==> src/rtl/typ_pkg.sv <==
package typ_pkg;
  typedef struct packed {
    logic [1:0] dly;
    logic [1:0] expo;
    logic [2:0] mant;
  } rate_cfg_t;

  localparam rate_cfg_t RATE_DEFAULT = '{dly: 2'd1, expo: 2'd1, mant: 3'd3};
  localparam int MAX_PERIOD_TICKS = 15 * 8;
endpackage

==> src/rtl/typ_prescaler.sv <==
module typ_prescaler #(
  parameter int DIV = 4
) (
  input  logic clk,
  input  logic rst_n,
  input  logic run,
  output logic tick
);
  localparam int W = (DIV > 1) ? $clog2(DIV) : 1;
  logic [W-1:0] cnt;

  assign tick = run && (cnt == W'(DIV - 1));

  always_ff @(posedge clk) begin
    if (!rst_n)     cnt <= '0;
    else if (!run)  cnt <= '0;
    else if (tick)  cnt <= '0;
    else            cnt <= cnt + 1'b1;
  end
endmodule

==> src/rtl/typ_rate_decode.sv <==
module typ_rate_decode
  import typ_pkg::*;
#(
  parameter int DELAY_UNIT = 60,
  parameter int CNT_W      = 8
) (
  input  logic             clk,
  input  logic             rst_n,
  input  logic             wr_en,
  input  logic [6:0]       wr_bits,
  output logic [CNT_W-1:0] delay_ticks,
  output logic [CNT_W-1:0] period_ticks
);
  rate_cfg_t cfg;

  always_ff @(posedge clk) begin
    if (!rst_n)     cfg <= RATE_DEFAULT;
    else if (wr_en) cfg <= rate_cfg_t'(wr_bits);
  end

  always_comb begin
    delay_ticks  = CNT_W'((32'(cfg.dly) + 32'd1) * DELAY_UNIT);
    period_ticks = CNT_W'((32'd8 + 32'(cfg.mant)) << cfg.expo);
  end
endmodule

==> src/rtl/typ_repeat_ctr.sv <==
module typ_repeat_ctr #(
  parameter int CNT_W = 8
) (
  input  logic             clk,
  input  logic             rst_n,
  input  logic             clear,
  input  logic             tick,
  input  logic [CNT_W-1:0] delay_ticks,
  input  logic [CNT_W-1:0] period_ticks,
  output logic             fire
);
  logic             in_repeat;
  logic [CNT_W-1:0] cnt;
  logic [CNT_W-1:0] target;

  assign target = in_repeat ? period_ticks : delay_ticks;

  always_ff @(posedge clk) begin
    if (!rst_n) begin
      cnt       <= '0;
      in_repeat <= 1'b0;
      fire      <= 1'b0;
    end else begin
      fire <= 1'b0;
      if (clear) begin
        cnt       <= '0;
        in_repeat <= 1'b0;
      end else if (tick) begin
        if (cnt == target - 1'b1) begin
          fire      <= 1'b1;
          cnt       <= '0;
          in_repeat <= 1'b1;
        end else begin
          cnt <= cnt + 1'b1;
        end
      end
    end
  end
endmodule

==> src/rtl/typematic_timer.sv <==
module typematic_timer
  import typ_pkg::*;
#(
  parameter int CLK_HZ     = 50_000_000,
  parameter int TICK_US    = 4170,
  parameter int DELAY_UNIT = 60
) (
  input  logic       clk,
  input  logic       rst_n,
  input  logic       wr_en,
  input  logic [7:0] wr_data,
  input  logic       key_held,
  output logic       repeat_o
);
  localparam int TICK_RAW  = (CLK_HZ / 1_000_000) * TICK_US;
  localparam int TICK_DIV  = (TICK_RAW > 0) ? TICK_RAW : 1;
  localparam int MAX_TICKS = (4 * DELAY_UNIT > MAX_PERIOD_TICKS) ? 4 * DELAY_UNIT : MAX_PERIOD_TICKS;
  localparam int CNT_W     = $clog2(MAX_TICKS + 1);

  logic             run;
  logic             tick;
  logic [CNT_W-1:0] delay_ticks;
  logic [CNT_W-1:0] period_ticks;

  assign run = key_held && !wr_en;

  typ_prescaler #(.DIV(TICK_DIV)) u_pre (
    .clk  (clk),
    .rst_n(rst_n),
    .run  (run),
    .tick (tick)
  );

  typ_rate_decode #(.DELAY_UNIT(DELAY_UNIT), .CNT_W(CNT_W)) u_dec (
    .clk         (clk),
    .rst_n       (rst_n),
    .wr_en       (wr_en),
    .wr_bits     (wr_data[6:0]),
    .delay_ticks (delay_ticks),
    .period_ticks(period_ticks)
  );

  typ_repeat_ctr #(.CNT_W(CNT_W)) u_ctr (
    .clk         (clk),
    .rst_n       (rst_n),
    .clear       (!run),
    .tick        (tick),
    .delay_ticks (delay_ticks),
    .period_ticks(period_ticks),
    .fire        (repeat_o)
  );
endmodule

==> config.mk <==
export PLATFORM = sky130hd
export DESIGN_NAME = typematic_timer
export DESIGN_NICKNAME = d
export VERILOG_FILES = /design/src/rtl/typ_pkg.sv /design/src/rtl/typ_prescaler.sv /design/src/rtl/typ_rate_decode.sv /design/src/rtl/typ_repeat_ctr.sv /design/src/rtl/typematic_timer.sv
export SDC_FILE = /design/constraint.sdc
export NUM_CORES = 1
export LEC_CHECK = 0
export BUFFER_PORTS_ARGS = -buffer_cell sky130_fd_sc_hd__buf_2
export CAP_MARGIN = 5
export CORE_UTILIZATION = 45
export DETAILED_ROUTE_END_ITERATION = 10
export GPL_ROUTABILITY_DRIVEN = 0
export HOLD_SLACK_MARGIN = 0.08
export PLACE_DENSITY = 0.71
export SLEW_MARGIN = 20
export SYNTH_ARGS = -nofsm -noshare
export SYNTH_HDL_FRONTEND = slang
export SYNTH_SLANG_ARGS = --single-unit
==> constraint.sdc <==
create_clock -name clk -period 4.1 [get_ports clk]
set_clock_uncertainty 0.05 [all_clocks]
set_input_delay 0.82 -clock clk [delete_from_list [all_inputs] [get_ports clk]]
set_output_delay 0.82 -clock clk [all_outputs]
set_load 0.005 [all_outputs]
==> results.rst, run 1 <==
.. list-table::
   :header-rows: 1

   * - Metric
     - Value
   * - First-iteration detailed-routing DRC count
     - 94
   * - Placed Cells incl. Taps
     - 302
   * - Syn avg cell area
     - 8.74 um^2
   * - DRC errors left
     - 0
   * - Highest attainable clock frequency
     - ~0.30 GHz
   * - Filler cells
     - ~430
   * - Core occupancy in the finished layout
     - roughly half
   * - Non-filler instance count after layout
     - 310
   * - Clk_lat worst skew
     - approximately 290 ps
   * - Post-cts gate resize count
     - 0
   * - Effective utilization at floorplan
     - 48.0%
   * - Number of synthesized register bits
     - 35
   * - Clock slew seen by the registers of the worst setup and hold paths
     - 70 ps
   * - Leading register cell type out of synthesis
     - sky130_fd_sc_hd__dfxtp_1
   * - Register-to-register path setup slack
     - between 700 and 800 ps
   * - Pin count of the biggest net entering global routing
     - 18
   * - Post-route ant nets
     - 0
   * - Area added between synthesis and finish
     - 8.33%
   * - Worst r2r path cells
     - 10
   * - Outcome
     - completed
   * - Remaining Overflow, GRT
     - 0
   * - Reg-to-reg endpoint
     - u_ctr.cnt[3]
   * - Met2 wirelength from detailed routing
     - approximately 1.9 mm
   * - Via count of the first global-routing pass
     - about 1700
   * - Worst Hold Path Cells
     - 1
   * - Wire length of the first global-routing pass
     - about 7.2 mm
   * - Height of the die
     - about 70 um
   * - Class of the worst hold path
     - register to register
   * - Element type at the critical path start
     - register
   * - Die width
     - 70.9 um
   * - Yosys Warn Count
     - 0
   * - Number of synthesized flops with an enable pin
     - 0
   * - Clock root buffer
     - sky130_fd_sc_hd__clkbuf_8
   * - Worst relative slew slack
     - approximately half
   * - Floorplan Core Area
     - roughly 4400 um^2
   * - Cts-stage hold buffer count
     - 0
   * - Library cells used by synthesis
     - between 50 and 60
   * - Number of antenna diodes
     - 0
   * - Maximum count of clock buffers along a single path
     - 2
   * - Category of the critical setup timing path
     - register to register
   * - Leakage power summed over all cells
     - between 0.8 and 0.9 nW
   * - Number of maximum-capacitance violations
     - 0
   * - Layout cell share with drive strength beyond 1
     - 12.8%
   * - Clock tree from TritonCTS
     - built
   * - Highest metal layer used by the detailed router
     - met4
   * - Vias per cell
     - around 5.5
   * - Placed wire-length estimate
     - ~2.9 mm
   * - Core Rows
     - 24
   * - Power Total
     - 660 uW
   * - Data arrival, critical path
     - about 3500 ps
   * - Total negative slack
     - 0 ps
   * - Met3 Wirelength
     - 110 um
   * - Number of standard cells after synthesis
     - 244
   * - Sort of element at the end of the critical path
     - register
   * - Fraction of the cycle the final worst path needs
     - between 80% and 90%
   * - Number of search-and-repair iterations in the first detailed-routing pass
     - 4
   * - Number of post-CTS setup repair buffers
     - 0
   * - Routed length per instance
     - roughly 13 um
   * - Unrepaired setup endpoints after global routing
     - no
   * - VDD IR max
     - 0.000233 V
   * - Required time of the worst setup path
     - 4210 ps
   * - Leading cell type in the layout, fill and taps excluded
     - sky130_fd_sc_hd__dfxtp_1
   * - Number of levels in the clock H-tree
     - 2
   * - Number of vias in the routed layout
     - approximately 1700
   * - Leading cell types in the layout, fill and taps excluded
     - 35 x sky130_fd_sc_hd__dfxtp_1, 30 x sky130_fd_sc_hd__nor2_1, 25 x sky130_fd_sc_hd__nand2_1
   * - FF-to-FF Start
     - u_dec.cfg[5]
   * - Syn Std Cell Area
     - about 2100 um^2
   * - Max Fanout on Critical Path
     - 6
   * - Met1 wire length
     - ~1.8 mm
   * - Count of input and output buffers
     - 11
   * - Total clock buffers created by CTS
     - 5
   * - Post-Syn Nets
     - about 270
   * - Worst-Margin Slew
     - about 700 ps
   * - Total global routing track utilization
     - 18.2%
   * - Cell area power density
     - around 290 nW/um^2
   * - Nets
     - 278
   * - Proportion of register bits with asynchronous set or reset after synthesis
     - 0%
   * - Detailed Route WL
     - about 3.9 mm
   * - Die area
     - about 5000 um^2
   * - Total I/O pin count
     - 13
   * - Final Max Tran Viols
     - 0
   * - Worst hold endpoint
     - u_pre.cnt[0]
   * - Final hold violation count
     - 0
   * - Final min period
     - roughly 3400 ps
   * - Setup-violating endpoint count in the final report
     - 0
   * - Initial antenna violation count
     - 0
   * - Clock sinks
     - 35
   * - Share of synthesized area occupied by flip-flops and latches
     - about a third
   * - Hold path start
     - u_pre.cnt[0]
## layer usage
layer / GRT usage (%) / vias up
met4: 7.11 / 0
met5: 0 / -
met2: 30.0 / 13
met3: 5.56 / 6
met1: 22.1 / 802
li1: - / 881
## cell families (layout without fill, tap and decap cells)
| family | Yosys count | after routing | synth area share (%) |
|---|---|---|---|
| and+or+nand+nor | 120 | 120 | 30.3 |
| DFF | 35 | 35 | 32.8 |
| xor gates and xnor gates | 31 | 31 | 14.1 |
| AOI/OAI and AO/OA | 27 | 27 | 10.4 |
| buffers and inverters | 13 | 27 | 2.87 |
| adders and majority gates | 9 | 9 | 5.28 |
| muxes | 9 | 9 | 4.28 |
## Yosys cell counts (all sizes together) (2+ instances only)
master,number,share of area [%]
xor2,17,7.0
or2,5,1.5
nand2,25,4.4
mux2i,8,3.8
o211ai,3,1.1
nor3,9,2.1
nor2b,4,1.2
ha,9,5.3
and3,6,1.8
nor3b,2,1.5
nor4,2,0.59
a2111oi,3,2.2
a21oi,5,1.2
a211oi,3,1.3
xnor2,12,4.9
nand4,11,3.2
dfxtp,35,33
buf,3,1.1
inv,7,1.2
nor2,31,5.6
o21ai,2,0.47
nand3b,2,0.70
nor4b,2,0.82
clkbuf,3,0.53
nand2b,5,1.5
nand3,8,1.9
## power breakdown
group / switching, mW / total (mW) / internal (mW)
combinational: 0.0308 / 0.0598 / 0.0290
sequential: 0.00922 / 0.354 / 0.345
clock: 0.127 / 0.246 / 0.119
## worst max path at each step
| stage | from | to | slack, ps | cells after the start |
|---|---|---|---|---|
| detailed placement | u_dec.cfg[5] | u_ctr.cnt[2] | 770 | 10 |
| global route | u_dec.cfg[5] | u_ctr.cnt[4] | 420 | 10 |
| global placement | u_dec.cfg[5] | u_ctr.cnt[3] | 870 | 10 |
| floorplan | u_dec.cfg[5] | u_ctr.cnt[2] | 1200 | 10 |
| CTS | u_dec.cfg[5] | u_ctr.cnt[2] | 760 | 10 |
| finish | u_dec.cfg[5] | u_ctr.cnt[3] | 740 | 10 |
## area by class of cell
cell class	instances	area, um^2	share of cell area [%]
Clock inverter	2	12.5	0.541
Timing Repair Buffer	12	62.6	2.71
Inverter	7	26.3	1.14
Sequential cell	35	701	30.3
Tap cell	52	65.1	2.82
Multi-Input combinational cell	196	1370	59.3
Clock buffer	6	72.6	3.14
## per-stage QoR
step | hold slack (ps) | worst slack (ps) | cell area (um^2)
after floorplan | 380 | 1200 | 2130
after global placement | 392 | 873 | 2230
after detailed placement | 419 | 771 | 2230
after CTS | 436 | 761 | 2310
after global routing | 493 | 424 | 2310
final | 429 | 736 | 2310
## state kept, by name, summed over array words and instances, names as in the netlist
| register | flops |
|---|---|
| u_ctr.cnt | 8 |
| u_ctr.fire | 1 |
| u_ctr.in_repeat | 1 |
| u_dec.cfg | 7 |
| u_pre.cnt | 18 |
## worst max-delay path, cell delays in order, from the launching register on
cell,delay (ps)
sky130_fd_sc_hd__dfxtp_1,420
sky130_fd_sc_hd__inv_1,120
sky130_fd_sc_hd__ha_1,270
sky130_fd_sc_hd__ha_1,280
sky130_fd_sc_hd__or2_2,300
sky130_fd_sc_hd__nand2b_1,150
sky130_fd_sc_hd__a211oi_1,540
sky130_fd_sc_hd__and4_1,260
sky130_fd_sc_hd__o211ai_1,210
sky130_fd_sc_hd__a2111oi_4,530
sky130_fd_sc_hd__nor3_1,100
Note: power is estimated with default switching activity, not from simulation.
==> run 2: changes to the inputs <==
Settings changed: PLACE_DENSITY 0.71 to 0.73.
Clock period 4.1 ns to 2.8 ns, I/O delays scaled along.
==> run 2 against run 1 <==
  * Routed wire length increased by 10%
  * Cell area increased by 12%
  * Worst setup slack got worse by 650 ps
  * Hold slack got worse by 7.2 ps
  * Total power increased by 60%
  * Flip-flop and latch count unchanged
  * Critical endpoint is now u_ctr.cnt[4]
==> results.rst, run 2 (synthesis results as in run 1) <==
.. list-table::
   :header-rows: 1

   * - Metric
     - Value
   * - Sw Share
     - 24.7% (-0.68 points)
   * - Max Fanout on Critical Path
     - 6 (unchanged)
   * - Post-route ant nets
     - 0 (unchanged)
   * - Clock slew seen by the registers of the worst setup and hold paths
     - 70 ps (about the same)
   * - Setup ws final
     - 90.3 ps (-645 ps)
   * - Clock network fraction of design power
     - 38.7% (+1.4 points)
   * - Sw power
     - 261 uW (+56%)
   * - Timing endpoint of the critical path
     - u_ctr.cnt[4]
   * - Count of input and output buffers
     - 11 (unchanged)
   * - Element type at the critical path start
     - register
   * - Leakage power summed over all cells
     - 0.920 nW (+13%)
   * - Area added between synthesis and finish
     - 21.1%
   * - Number of antenna diodes
     - 0 (unchanged)
   * - Leading cell type in the layout, fill and taps excluded
     - sky130_fd_sc_hd__dfxtp_1
   * - Placed wire-length estimate
     - 3.02 mm (+2.9%)
   * - Sequential power share
     - 48.7% (-4.9 points)
   * - Max FFs per register
     - 18 (unchanged)
   * - Class of the worst hold path
     - register to register
   * - Number of vias in the routed layout
     - 1771 (+4.1%)
   * - Core Rows
     - 24 (unchanged)
   * - Largest reg by FF count
     - u_pre.cnt
   * - Filler cells
     - 401 (-7.2%)
   * - Area of combinational cells with multiple inputs
     - 1500 um^2 (+9.5%)
   * - Worst r2r path cells
     - 11 (+1)
   * - Largest registers
     - u_pre.cnt: 18 flops, u_ctr.cnt: 8 flops, u_dec.cfg: 7 flops
   * - Final hold violation count
     - 0 (unchanged)
   * - Clk_lat worst skew
     - 290 ps (about the same)
   * - DRC errors left
     - 0 (unchanged)
   * - Effective utilization at floorplan
     - 48.0% (unchanged)
   * - First-iteration detailed-routing DRC count
     - 77 (-18%)
   * - Number of maximum-capacitance violations
     - 0 (unchanged)
   * - Vias per cell
     - 5.43 (-1.1%)
   * - Clock tree from TritonCTS
     - built
   * - Initial antenna violation count
     - 0 (unchanged)
   * - Worst relative slew slack
     - 60.9% (+9.1 points)
   * - Worst-Margin Slew
     - 581 ps (-136 ps)
   * - Clock root buffer
     - sky130_fd_sc_hd__clkbuf_8
   * - FF-to-FF Start
     - u_dec.cfg[6]
   * - Die area
     - 5020 um^2 (unchanged)
   * - Register area
     - 706 um^2 (+0.71%)
   * - Clock sinks
     - 35 (unchanged)
   * - Internal Pwr Total
     - 795 uW (+62%)
   * - Pin count of the biggest net entering global routing
     - 18 (unchanged)
   * - Minimum setup slack after placement
     - -159 ps (-930 ps)
   * - Total global routing track utilization
     - 18.0% (-0.18 points)
   * - Height of the die
     - 70.9 um (unchanged)
   * - Combinational fraction of design power
     - 12.5% (+3.4 points)
   * - Die width
     - 70.9 um (unchanged)
   * - Remaining Overflow, GRT
     - 0 (unchanged)
   * - Total I/O pin count
     - 13 (unchanged)
   * - VDD IR max
     - 0.000307 V (+32%)
   * - Total clock buffers created by CTS
     - 5 (unchanged)
   * - Reg-to-reg endpoint
     - u_ctr.cnt[4]
   * - Final Max Tran Viols
     - 0 (unchanged)
   * - Core occupancy in the finished layout
     - 58.1% (+6.1 points)
   * - Outcome
     - completed
   * - Cell area power density
     - 409 nW/um^2 (+43%)
   * - Source of the critical timing path
     - u_dec.cfg[6]
   * - Setup-violating endpoint count in the final report
     - 0 (unchanged)
   * - Sort of element at the end of the critical path
     - register
   * - Cts-stage hold buffer count
     - 0 (unchanged)
   * - Highest attainable clock frequency
     - 0.369 GHz (+24%)
   * - Fraction of the cycle the final worst path needs
     - 96.8% (+15 points)
   * - Nets
     - 294 (+5.8%)
   * - Required time of the worst setup path
     - 2920 ps (-1290 ps)
   * - Floorplan Core Area
     - 4440 um^2 (unchanged)
   * - Power Total
     - 1.06 mW (+60%)
   * - Wire length of the first global-routing pass
     - 7.23 mm (+0.58%)
   * - Final min period
     - 2710 ps (-655 ps)
   * - Routed length per instance
     - 13.3 um (+5.0%)
   * - Category of the critical setup timing path
     - register to register
   * - Data arrival, critical path
     - 2830 ps (-650 ps)
   * - Number of search-and-repair iterations in the first detailed-routing pass
     - 4 (unchanged)
   * - Number of levels in the clock H-tree
     - 2 (unchanged)
   * - Maximum count of clock buffers along a single path
     - 2 (unchanged)
   * - Leading cell types in the layout, fill and taps excluded
     - 33 x sky130_fd_sc_hd__dfxtp_1, 29 x sky130_fd_sc_hd__nor2_1, 25 x sky130_fd_sc_hd__nand2_1
   * - Layout cell share with drive strength beyond 1
     - 25.2% (+12 points)
   * - Detailed Route WL
     - 4.34 mm (+10%)
   * - Via count of the first global-routing pass
     - 1743 (+5.3%)
   * - Register-to-register path setup slack
     - 90 ps (-650 ps)
-- run 2: changes by cell type in the layout (fill, tap and decap cells not counted), sizes merged --
cell	change
clkinvlp	-1
buf	+16
clkinv	-1
clkbuf	+2
-- run 2: worst max-delay path, stage by stage (launching register included) --
cell	delay (ps)
sky130_fd_sc_hd__dfxtp_4	370
sky130_fd_sc_hd__buf_4	140
sky130_fd_sc_hd__inv_2	60
sky130_fd_sc_hd__ha_4	110
sky130_fd_sc_hd__xor3_1	410
sky130_fd_sc_hd__o21ai_2	260
sky130_fd_sc_hd__xor2_2	110
sky130_fd_sc_hd__or2_2	290
sky130_fd_sc_hd__o211a_4	280
sky130_fd_sc_hd__a2111oi_4	260
sky130_fd_sc_hd__buf_4	190
sky130_fd_sc_hd__nor3_1	50
-- run 2: worst min-delay path by stage --
stage	from	endpoint	slack [ps]	cells past startpoint
final	u_pre.cnt[0]	u_pre.cnt[0]	420	1
after global routing	wr_data[1]	u_dec.cfg[1]	450	3
after CTS	wr_data[0]	u_dec.cfg[0]	430	3
after detailed placement	u_pre.cnt[0]	u_pre.cnt[0]	410	1
after global placement	u_pre.cnt[0]	u_pre.cnt[0]	400	1
after floorplan	u_pre.cnt[0]	u_pre.cnt[0]	380	1
-- run 2: power groups by stage --
| stage | Combinational (mW) | Sequential [mW] | Clock (mW) |
|---|---|---|---|
| floorplan | 0.0760 | 0.523 | 0 |
| global placement | 0.101 | 0.524 | 0 |
| detailed placement | 0.102 | 0.525 | 0 |
| CTS | 0.106 | 0.514 | 0.418 |
| global route | 0.146 | 0.515 | 0.438 |
| finish | 0.132 | 0.514 | 0.409 |
-- run 2: timing repair --
| item | in CTS | in global routing |
|---|---|---|
| gates resized for setup | 7 | 20 |
| pin swaps | 3 | 13 |
| hold endpoints to repair | 0 | 0 |
| endpoints found under the setup margin | 10 | 10 |
| setup buffers | 1 | 3 |
-- run 2: area by class of cell --
| class | count | area share, % |
|---|---|---|
| timing repair buffer | 28 | 7.07 |
| inverter | 7 | 1.11 |
| multi-input combinational | 196 | 58.1 |
| sequential | 35 | 27.3 |
| clock buffer | 8 | 3.87 |
| tap | 52 | 2.52 |
-- run 2: layer usage --
layer | vias up | GRT usage (%) | share of wire [%]
li1 | 919 | - | -
met1 | 835 | 20.0 | 45
met2 | 12 | 32.5 | 52
met3 | 5 | 4.42 | 1.8
met4 | 0 | 7.78 | 1.5
met5 | - | 0 | 0
-- run 2: through the flow --
| step | cell area [um^2] | TNS, ps | hold WS [ps] | cells |
|---|---|---|---|---|
| 6_report | 2580 | 0 | 422 | 326 |
| 3_5_place_dp | 2320 | -1160 | 410 | 314 |
| 2_1_floorplan | 2140 | 0 | 380 | 244 |
| 5_1_grt | 2580 | -139 | 447 | 326 |
| 4_1_cts | 2440 | 0 | 425 | 323 |
| 3_3_place_gp | 2320 | -599 | 398 | 314 |
==> run 3: changes to the inputs <==
Settings changed: CORE_MARGIN from default to 2.
==> run 3 against run 2 <==
  * Routed wire length shrank 2.8%
  * Critical path type unchanged
  * Cell area is essentially flat
  * Largest power group unchanged
  * Register-to-register slack about the same
  * Die area increased by 5.7%
  * Critical endpoint is now u_ctr.cnt[5]
==> results.rst, run 3 (synthesis results as in run 1) <==
.. list-table::
   :header-rows: 1

   * - Metric
     - Value
   * - Remaining Overflow, GRT
     - 0 (unchanged)
   * - Wire length of the first global-routing pass
     - 7.41 mm (+2.5%)
   * - Clock slew seen by the registers of the worst setup and hold paths
     - 80 ps (about the same)
   * - Highest attainable clock frequency
     - 0.369 GHz (-0.13%)
   * - Number of maximum-capacitance violations
     - 0 (unchanged)
   * - Post-route ant nets
     - 0 (unchanged)
   * - Clock tree from TritonCTS
     - built
   * - Reg-to-reg endpoint
     - u_ctr.cnt[5]
   * - Series of cell instances along the critical path
     - inv_4 > ha_4 > inv_2 > ha_4 > xor3_1 > o21ai_2 > xor2_1 > or2_2 > o211a_1 > a2111oi_4 > buf_4 > nor3_1
   * - Most frequent CP cell
     - sky130_fd_sc_hd__ha_4
   * - Layout cell share with drive strength beyond 1
     - 24.7% (-0.46 points)
   * - Clk_lat worst skew
     - 290 ps (about the same)
   * - Count of buffering cells on the critical path with inverters included
     - 3 (unchanged)
   * - Cell area power density
     - 426 nW/um^2 (+4.2%)
   * - Placed Cells incl. Taps
     - 318 (+1.3%)
   * - Vias per cell
     - 5.29 (-2.7%)
   * - Leading cell types in the layout, fill and taps excluded
     - 33 x sky130_fd_sc_hd__dfxtp_1, 29 x sky130_fd_sc_hd__nor2_1, 25 x sky130_fd_sc_hd__nand2_1
   * - Core occupancy in the finished layout
     - 55.4% (-2.7 points)
   * - FF-to-FF Start
     - u_dec.cfg[5]
   * - Fraction of the cycle the final worst path needs
     - 96.9% (+0.12 points)
   * - Height of the die
     - 72.9 um (+2.8%)
   * - Final Hold Slack
     - 416 ps (-5.64 ps)
   * - Area of combinational cells with multiple inputs
     - 1480 um^2 (-1.6%)
   * - Worst relative slew slack
     - 59.8% (-1.1 points)
   * - Number of vias in the routed layout
     - 1739 (-1.8%)
   * - Core Rows
     - 25 (+4.2%)
   * - Final Max Tran Viols
     - 0 (unchanged)
   * - Maximum count of clock buffers along a single path
     - 2 (unchanged)
   * - Placed wire-length estimate
     - 2.99 mm (-0.99%)
   * - DRC errors left
     - 0 (unchanged)
   * - Largest reg by FF count
     - u_pre.cnt
   * - Category of the critical setup timing path
     - register to register
   * - Leading cell type in the layout, fill and taps excluded
     - sky130_fd_sc_hd__dfxtp_1
   * - Effective utilization at floorplan
     - 45.8% (-2.2 points)
   * - Initial antenna violation count
     - 0 (unchanged)
   * - Filler cells
     - 418 (+4.2%)
   * - Pin count of the biggest net entering global routing
     - 18 (unchanged)
   * - Area added between synthesis and finish
     - 21.1% (about the same)
   * - Data arrival, critical path
     - 2830 ps (about the same)
   * - Final non-filler cell area
     - 2580 um^2 (about the same)
   * - Detailed Route WL
     - 4.22 mm (-2.8%)
   * - Total I/O pin count
     - 13 (unchanged)
   * - First-iteration detailed-routing DRC count
     - 63 (-18%)
   * - Element type at the critical path start
     - register
   * - Count of input and output buffers
     - 11 (unchanged)
   * - Worst path max stage delay
     - 410 ps (about the same)
   * - Register area
     - 706 um^2 (unchanged)
   * - Clock root buffer
     - sky130_fd_sc_hd__clkbuf_8
   * - Total clock buffers created by CTS
     - 5 (unchanged)
   * - Class of the worst hold path
     - register to register
   * - Leakage power summed over all cells
     - 0.934 nW (+1.5%)
   * - Number of antenna diodes
     - 0 (unchanged)
   * - Worst r2r path cells
     - 12 (+1)
   * - Final hold violation count
     - 0 (unchanged)
   * - Number of search-and-repair iterations in the first detailed-routing pass
     - 4 (unchanged)
   * - Register-to-register path setup slack
     - 90 ps (about the same)
   * - Total global routing track utilization
     - 17.8% (-0.17 points)
   * - Required time of the worst setup path
     - 2920 ps (about the same)
   * - Max FFs per register
     - 18 (unchanged)
   * - Max Fanout on Critical Path
     - 6 (unchanged)
   * - Worst Hold Path Cells
     - 1 (unchanged)
   * - Worst-Margin Slew
     - 597 ps (+15.9 ps)
   * - Worst hold endpoint
     - u_pre.cnt[0]
   * - Critical-path top delay cell
     - sky130_fd_sc_hd__xor3_1
   * - Post-place instance area
     - 2340 um^2 (+0.75%)
   * - Number of levels in the clock H-tree
     - 2 (unchanged)
   * - Die width
     - 72.9 um (+2.8%)
   * - Unrepaired setup endpoints after global routing
     - yes
   * - Clock sinks
     - 35 (unchanged)
   * - Die area
     - 5310 um^2 (+5.7%)
   * - Largest registers
     - u_pre.cnt: 18 flops, u_ctr.cnt: 8 flops, u_dec.cfg: 7 flops
   * - Non-filler instance count after layout
     - 329 (+0.92%)
   * - Outcome
     - completed
   * - Via count of the first global-routing pass
     - 1711 (-1.8%)
   * - Nets
     - 295 (+0.34%)
   * - CP top delay family
     - compound AO/OA/AOI/OAI gates
   * - Floorplan Core Area
     - 4660 um^2 (+4.9%)
   * - Hold path start
     - u_pre.cnt[0]
   * - Routed length per instance
     - 12.8 um (-3.7%)
   * - Setup-violating endpoint count in the final report
     - 0 (unchanged)
   * - Sort of element at the end of the critical path
     - register
   * - VDD IR max
     - 0.000343 V (+12%)
   * - Final min period
     - 2710 ps (+3.44 ps)
==> run 3: worst register-to-register path, delay by kind of cell, from the launching register on <==
| kind | cells | cell delay (ps) |
|---|---|---|
| compound gates | 3 | 750 |
| xor+xnor | 2 | 530 |
| fa+ha+maj | 2 | 280 |
| buf+inv | 3 | 300 |
| flops | 1 | 350 |
| simple gates | 2 | 330 |
==> run 3: worst max-delay path by stage <==
stage / start / endpoint / slack, ps / cells after the start
3_3_place_gp: u_dec.cfg[5] / u_ctr.cnt[2] / -70 / 13
3_5_place_dp: u_dec.cfg[5] / u_ctr.cnt[5] / -170 / 13
6_report: u_dec.cfg[5] / u_ctr.cnt[5] / 90 / 12
2_1_floorplan: u_dec.cfg[5] / u_ctr.cnt[2] / 8 / 9
4_1_cts: u_dec.cfg[5] / u_ctr.cnt[5] / 10 / 11
5_1_grt: u_dec.cfg[5] / u_ctr.cnt[7] / -70 / 12
==> run 3: layer usage <==
metal	wire [um]	vias up	global-route usage [%]
met5	0	-	0
met4	69	0	6.79
met3	75	7	3.73
met2	2120	12	30.7
met1	1950	798	21.7
li1	-	922	-
==> run 3: area by class of cell <==
class	instances	share of cell area (%)
inverter	7	1.11
multi-input combinational	196	57.2
clock inverter	3	1.70
tap	54	2.62
timing repair buffer	29	7.36
sequential	35	27.3
clock buffer	5	2.66
==> run 3: report_power, final <==
part	internal [mW]	switching (mW)	leakage [nW]	total (mW)
Clock	0.265	0.190	0.0581	0.455
Sequential	0.504	0.00900	0.284	0.513
Combinational	0.0662	0.0653	0.592	0.132
Total	0.835	0.265	0.934	1.10
==> run 3: metrics by stage <==
stage | setup WS, ps | setup TNS [ps] | power (mW)
6_report | 86.9 | 0 | 1.10
5_1_grt | -71.0 | -366 | 1.15
4_1_cts | 10.1 | 0 | 1.10
3_5_place_dp | -168 | -1340 | 0.632
3_3_place_gp | -70.5 | -493 | 0.629
2_1_floorplan | 8.16 | 0 | 0.599
==> run 3: what timing repair did <==
item                       in CTS  in global routing
gates resized for setup         8                 17
buffers inserted                1                  2
pin swaps                       3                  8
setup endpoints to repair      10                 10
hold buffers                    0                  0
